--- config.mk ---
export PLATFORM = sky130hd
export DESIGN_NAME = pick_reader
export DESIGN_NICKNAME = d
export VERILOG_FILES = /design/src/rtl/pick_reader_pkg.sv /design/src/rtl/pr_fall_detect.sv /design/src/rtl/pr_burst_fsm.sv /design/src/rtl/pr_word_capture.sv /design/src/rtl/pick_reader.sv
export SDC_FILE = /design/constraint.sdc
export NUM_CORES = 1
export LEC_CHECK = 0
export BUFFER_PORTS_ARGS = -buffer_cell sky130_fd_sc_hd__buf_2
export CAP_MARGIN = 10
export CORE_MARGIN = 1
export CORE_UTILIZATION = 50
export CTS_BUF_LIST = sky130_fd_sc_hd__clkbuf_4 sky130_fd_sc_hd__clkbuf_8
export DETAILED_ROUTE_END_ITERATION = 10
export PLACE_DENSITY = 0.81
export SYNTH_ARGS = -nofsm -noshare
export SYNTH_HDL_FRONTEND = slang
export SYNTH_SLANG_ARGS = --single-unit
--- constraint.sdc ---
create_clock -name clk -period 1.6 [get_ports clk]
set_input_delay 0.32 -clock clk [delete_from_list [all_inputs] [get_ports clk]]
set_output_delay 0.32 -clock clk [all_outputs]
set_load 0.02 [all_outputs]
--- src/rtl/pick_reader_pkg.sv ---
package pick_reader_pkg;
    typedef enum logic [1:0] {
        ST_IDLE      = 2'd0,
        ST_STROBE_LO = 2'd1,
        ST_STROBE_HI = 2'd2
    } pr_state_t;

    localparam int PR_READS = 4;
    localparam int PR_SEL_W = 2;
endpackage

--- src/rtl/pr_fall_detect.sv ---
module pr_fall_detect (
    input  logic clk,
    input  logic rst,
    input  logic sig_n,
    output logic fall
);
    logic sig_d;

    always_ff @(posedge clk) begin
        if (rst) sig_d <= 1'b1;
        else     sig_d <= sig_n;
    end

    assign fall = sig_d & ~sig_n;
endmodule

--- src/rtl/pr_burst_fsm.sv ---
module pr_burst_fsm
    import pick_reader_pkg::*;
#(
    parameter int LOW_CYC = 2
) (
    input  logic                clk,
    input  logic                rst,
    input  logic                start,
    output pr_state_t           state_o,
    output logic [PR_SEL_W-1:0] idx_o,
    output logic                last_low,
    output logic                rd_n,
    output logic                cs_n
);
    localparam int TW = (LOW_CYC > 1) ? $clog2(LOW_CYC) : 1;
    localparam logic [TW-1:0] T_END = TW'(LOW_CYC - 1);
    localparam logic [PR_SEL_W-1:0] IDX_LAST = PR_SEL_W'(PR_READS - 1);

    pr_state_t           state, state_nx;
    logic [TW-1:0]       tcnt;
    logic [PR_SEL_W-1:0] idx;
    logic                t_end;

    assign t_end = (tcnt == T_END);

    always_comb begin
        state_nx = state;
        unique case (state)
            ST_IDLE:      if (start) state_nx = ST_STROBE_LO;
            ST_STROBE_LO: if (t_end) state_nx = ST_STROBE_HI;
            ST_STROBE_HI: if (t_end) state_nx = (idx == IDX_LAST) ? ST_IDLE : ST_STROBE_LO;
            default:      state_nx = ST_IDLE;
        endcase
    end

    always_ff @(posedge clk) begin
        if (rst) begin
            state <= ST_IDLE;
            tcnt  <= '0;
            idx   <= '0;
        end else begin
            state <= state_nx;
            if (state_nx != state) tcnt <= '0;
            else if (state != ST_IDLE) tcnt <= tcnt + 1'b1;
            if (state == ST_IDLE) idx <= '0;
            else if (state == ST_STROBE_HI && t_end) idx <= idx + 1'b1;
        end
    end

    always_comb begin
        rd_n     = (state != ST_STROBE_LO);
        cs_n     = (state == ST_IDLE);
        last_low = (state == ST_STROBE_LO) && t_end;
    end

    assign state_o = state;
    assign idx_o   = idx;

    AST_BURST_ENDS: assert property (@(posedge clk) disable iff (rst)
        (state == ST_STROBE_HI && t_end && idx == IDX_LAST) |=> (state == ST_IDLE)) else $error("AST_BURST_ENDS");
endmodule

--- src/rtl/pr_word_capture.sv ---
module pr_word_capture
    import pick_reader_pkg::*;
#(
    parameter int DATA_W = 16
) (
    input  logic                clk,
    input  logic                rst,
    input  logic                last_low,
    input  logic [PR_SEL_W-1:0] idx,
    input  logic [PR_SEL_W-1:0] sel,
    input  logic [DATA_W-1:0]   data,
    output logic                le,
    output logic [DATA_W-1:0]   word_q,
    output logic                word_vld
);
    assign le = last_low && (idx == sel);

    always_ff @(posedge clk) begin
        if (rst) begin
            word_q   <= '0;
            word_vld <= 1'b0;
        end else begin
            word_vld <= le;
            if (le) word_q <= data;
        end
    end
endmodule

--- src/rtl/pick_reader.sv ---
module pick_reader
    import pick_reader_pkg::*;
#(
    parameter int DATA_W  = 16,
    parameter int LOW_CYC = 2
) (
    input  logic              clk,
    input  logic              rst,
    input  logic              conv_done_n,
    input  logic [1:0]        pick_sel,
    input  logic [DATA_W-1:0] bus_data,
    output logic              rd_n,
    output logic              cs_n,
    output logic [DATA_W-1:0] word_q,
    output logic              word_vld
);
    logic                fall, last_low, le;
    pr_state_t           state;
    logic [PR_SEL_W-1:0] idx;

    pr_fall_detect u_fall (
        .clk(clk), .rst(rst), .sig_n(conv_done_n), .fall(fall)
    );

    pr_burst_fsm #(.LOW_CYC(LOW_CYC)) u_fsm (
        .clk(clk), .rst(rst), .start(fall), .state_o(state), .idx_o(idx),
        .last_low(last_low), .rd_n(rd_n), .cs_n(cs_n)
    );

    pr_word_capture #(.DATA_W(DATA_W)) u_cap (
        .clk(clk), .rst(rst), .last_low(last_low), .idx(idx), .sel(pick_sel),
        .data(bus_data), .le(le), .word_q(word_q), .word_vld(word_vld)
    );

    AST_START_ON_FALL: assert property (@(posedge clk) disable iff (rst)
        (state == ST_IDLE && fall) |=> (!rd_n && !cs_n)) else $error("AST_START_ON_FALL");
    AST_LATCH_IN_LOW: assert property (@(posedge clk) disable iff (rst)
        le |-> (!rd_n && !cs_n)) else $error("AST_LATCH_IN_LOW");
    AST_VLD_SINGLE: assert property (@(posedge clk) disable iff (rst)
        word_vld |=> !word_vld) else $error("AST_VLD_SINGLE");
    AST_WORD_HOLD: assert property (@(posedge clk) disable iff (rst)
        !le |=> $stable(word_q)) else $error("AST_WORD_HOLD");
    AST_NO_RETRIGGER: assert property (@(posedge clk) disable iff (rst)
        (state == ST_STROBE_LO && fall) |=> (state != ST_IDLE)) else $error("AST_NO_RETRIGGER");
endmodule

==> impl_metrics.xml <==
<?xml version="1.0" encoding="UTF-8"?>
<metrics>
  <group name="route">
    <metric name="routed_wl" unit="um">1860</metric>
    <metric name="num_vias" unit="">846</metric>
    <metric name="detail-route-antenna-nets" unit="">0</metric>
    <metric name="vias_per_cell" unit="">4.95</metric>
    <metric name="post_detailed_route_drc_marker_count" unit="">0</metric>
    <metric name="drt_iter0_markers" unit="">6</metric>
    <metric name="detailedRoute.firstPassIterationCount" unit="">3</metric>
    <metric name="detail_route.wl_per_cell" unit="um">10.9</metric>
  </group>
  <group name="sta">
    <metric name="final_worst_path_period_need" unit="ps">1520</metric>
    <metric name="drv_slew" unit="">0</metric>
    <metric name="worst_tran_pin_value" unit="ps">468</metric>
    <metric name="tns" unit="ps">0</metric>
    <metric name="rsz0062_at_grt" unit="">no</metric>
    <metric name="layout_worst_path_cycle_share" unit="">0.947</metric>
    <metric name="setup_violations" unit="">0</metric>
    <metric name="fin_worst_hold_slack" unit="ps">235</metric>
    <metric name="worst_clock_skew" unit="ps">3.01</metric>
    <metric name="timing.final.hold_violations" unit="">0</metric>
    <metric name="timing.max_slew.rel_slack" unit="">0.688</metric>
    <metric name="timing.fmax" unit="GHz">0.660</metric>
  </group>
  <group name="clock_network">
    <metric name="clock_insertion_delay_worst_skew" unit="ps">300</metric>
    <metric name="ctsHoldBuffers" unit="">0</metric>
    <metric name="clock_path_buffers" unit="">2</metric>
    <metric name="cts-buffers-inserted" unit="">3</metric>
    <metric name="htreeDepth" unit="">1</metric>
    <metric name="cts_post_setup_buffers_inserted" unit="">0</metric>
    <metric name="cts.reportedPaths.clkPinSlew" unit="ps">120</metric>
    <metric name="postCtsResizedCells" unit="">0</metric>
    <metric name="cts_root_buf" unit="">clkbuf_4</metric>
    <metric name="tritoncts" unit="">built</metric>
    <metric name="clock_sink_count" unit="">23</metric>
  </group>
  <group name="synth">
    <metric name="synth_seq_cells" unit="">23</metric>
    <metric name="syn-cell-area" unit="sq um">1050</metric>
    <metric name="synth_seq_area_share" unit="">0.437</metric>
    <metric name="ys_top_cells_by_area" unit="">dfxtp_1 44%, nand2b_1 20%, mux2i_1 15%</metric>
    <metric name="yosys.area.top_type" unit="">dfxtp_1</metric>
    <metric name="post-synth-top-area-fraction" unit="">0.437</metric>
    <metric name="synth_cells" unit="">105</metric>
    <metric name="synth_nets" unit="">127</metric>
    <metric name="synth.avg_cell_area" unit="sq um">10.0</metric>
    <metric name="synth_cell_type_count" unit="">24</metric>
    <metric name="synth-warning-count" unit="">0</metric>
  </group>
  <group name="setup_path">
    <metric name="cp.required" unit="ps">1280</metric>
    <metric name="critical-path-top-delay-family" unit="">flip-flops</metric>
    <metric name="critical_path_class" unit="">reg2out</metric>
    <metric name="timing.critical_path.from_type" unit="">register</metric>
    <metric name="critical-path-slowest-cell" unit="">dfxtp_1</metric>
    <metric name="critical_path.endpoint_type" unit="">output pin</metric>
    <metric name="crit_arrival" unit="ps">1200</metric>
    <metric name="critical_path_buffers_and_inverters" unit="">1</metric>
    <metric name="critPathMaxFanout" unit="">8</metric>
    <metric name="cells_along_the_critical_path" unit="">or2b_1, buf_2</metric>
    <metric name="crit_path_max_incr_delay" unit="ps">470</metric>
  </group>
  <group name="global_routing">
    <metric name="grt_start_max_net_pins" unit="">40</metric>
    <metric name="antenna_found_initial" unit="">0</metric>
    <metric name="grt.overflow.total" unit="">0</metric>
    <metric name="grt_total_usage" unit="">0.163</metric>
    <metric name="first_global_vias" unit="">650</metric>
    <metric name="use_met1" unit="">0.180</metric>
    <metric name="grt_most_used_layer" unit="">met2</metric>
    <metric name="global_route.usage.met2" unit="">0.297</metric>
    <metric name="global_route_wire_length_before_repair" unit="um">2600</metric>
    <metric name="global_route.usage.met3" unit="">0.0377</metric>
  </group>
  <group name="floorplan">
    <metric name="die_h" unit="um">47.9</metric>
    <metric name="pin_count" unit="">40</metric>
    <metric name="floorplan.die.width" unit="um">47.9</metric>
    <metric name="initial_standard_cell_utilization_of_the_core" unit="">0.537</metric>
    <metric name="placeableCoreArea" unit="sq um">1960</metric>
    <metric name="rows" unit="">16</metric>
    <metric name="die_area" unit="sq um">2290</metric>
  </group>
  <group name="placed_design">
    <metric name="placed_cells_incl_taps" unit="">167</metric>
    <metric name="place_area" unit="sq um">1270</metric>
    <metric name="dp_hpwl" unit="um">1390</metric>
    <metric name="routabilityCongestion" unit="">0.781</metric>
    <metric name="numPortBuffers" unit="">39</metric>
  </group>
  <group name="finish">
    <metric name="final_area" unit="sq um">1310</metric>
    <metric name="area_delta_synth_final" unit="%">23.9</metric>
    <metric name="multiInputGateArea" unit="sq um">554</metric>
    <metric name="layout.area.seq" unit="sq um">460</metric>
    <metric name="antenna_cells" unit="">0</metric>
    <metric name="nNetsFinal" unit="">167</metric>
    <metric name="most_frequent_cells_in_the_layout" unit="">39 x buf_2, 33 x nand2b_1, 23 x dfxtp_1, 16 x mux2i_1</metric>
    <metric name="n_fill_cell" unit="">174</metric>
    <metric name="post_route_cells_drive_above_1_share" unit="">0.333</metric>
    <metric name="final_common_cell" unit="">buf_2</metric>
    <metric name="post_layout_nonfiller_instances" unit="">171</metric>
  </group>
  <group name="status">
    <metric name="run_status" unit="">finished, final reports clean</metric>
  </group>
  <group name="power_and_ir_drop">
    <metric name="pwr_density" unit="nW/um^2">766</metric>
    <metric name="max-vdd-ir-drop" unit="uV">583</metric>
    <metric name="static-leakage-power" unit="nW">0.567</metric>
  </group>
  <group name="flow_run">
    <metric name="drv.max_cap_violation_count" unit="">0</metric>
  </group>
  <group name="min_path">
    <metric name="hp-class" unit="">in2reg</metric>
  </group>
</metrics>
## cell usage after synthesis (all sizes together)
master,count
buf,2
ha,1
mux2i,16
nand3,1
nor4,1
or2,1
a21oi,4
nor2b,1
nand3b,3
nor3b,2
o21bai,1
clkbuf,4
or2b,1
inv,1
xor2,2
a211oi,1
nor2,1
nand2b,33
o21ai,3
dfxtp,23
nor3,1
and2b,2
## final timing paths
kind / slack (ps) / to / start / cells past startpoint
max: 80 / rd_n / u_fsm.state_o[0]$_SDFF_PP0_ / 2
min: 230 / u_fall.sig_d$_SDFF_PP1_ / conv_done_n / 2
max reg2reg: 240 / u_cap.word_q[15]$_SDFFE_PP0P_ / u_fsm.state_o[0]$_SDFF_PP0_ / 4
min reg2reg: 480 / u_cap.word_q[8]$_SDFFE_PP0P_ / u_cap.word_q[8]$_SDFFE_PP0P_ / 2
## sequential cells by signal, indices dropped and copies added (netlist names)
signal	count
u_cap.word_q	16
u_cap.word_vld	1
u_fall.sig_d	1
u_fsm.idx_o	2
u_fsm.state_o	2
u_fsm.t_end	1
## per-layer routing
layer,up-vias,part of all wire
met2,25,0.49
met5,-,0
met4,0,0.018
met1,388,0.44
li1,427,-
met3,6,0.050
## power breakdown
group / switching (W) / leakage (nW) / internal [W] / total [W]
combinational: 0.0000628 / 0.363 / 0.0000665 / 0.000129
sequential: 0.0000106 / 0.186 / 0.000584 / 0.000595
clock: 0.000162 / 0.0184 / 0.000114 / 0.000276
total: 0.000235 / 0.567 / 0.000765 / 0.00100
## through the flow
step                setup WS (ps)  power [W]   util
floorplan                     197   0.000690      -
global placement              342   0.000734  0.650
detailed placement            255   0.000738  0.650
CTS                          78.3    0.00101  0.665
global route                 22.4    0.00105  0.665
finish                       84.8    0.00100  0.665
## cells by family (layout without fill, tap and decap cells)
| kind of cell | after synthesis | after routing | share of synthesized area |
|---|---|---|---|
| mux | 16 | 16 | 0.152 |
| fa+ha+maj | 1 | 1 | 0.0119 |
| compound gates | 9 | 9 | 0.0475 |
| xor+xnor | 2 | 2 | 0.0166 |
| flops | 23 | 23 | 0.437 |
| buf+inv | 7 | 46 | 0.0368 |
| simple gates | 47 | 47 | 0.298 |
## final cells by class
type                    count  share of cell area
inverters                   1             0.00288
repair buffers             41               0.171
flip-flops and latches     23               0.353
multi-input cells          75               0.425
clock buffers               4              0.0230
well taps                  27              0.0259
Power figures use the tool's default switching activity.
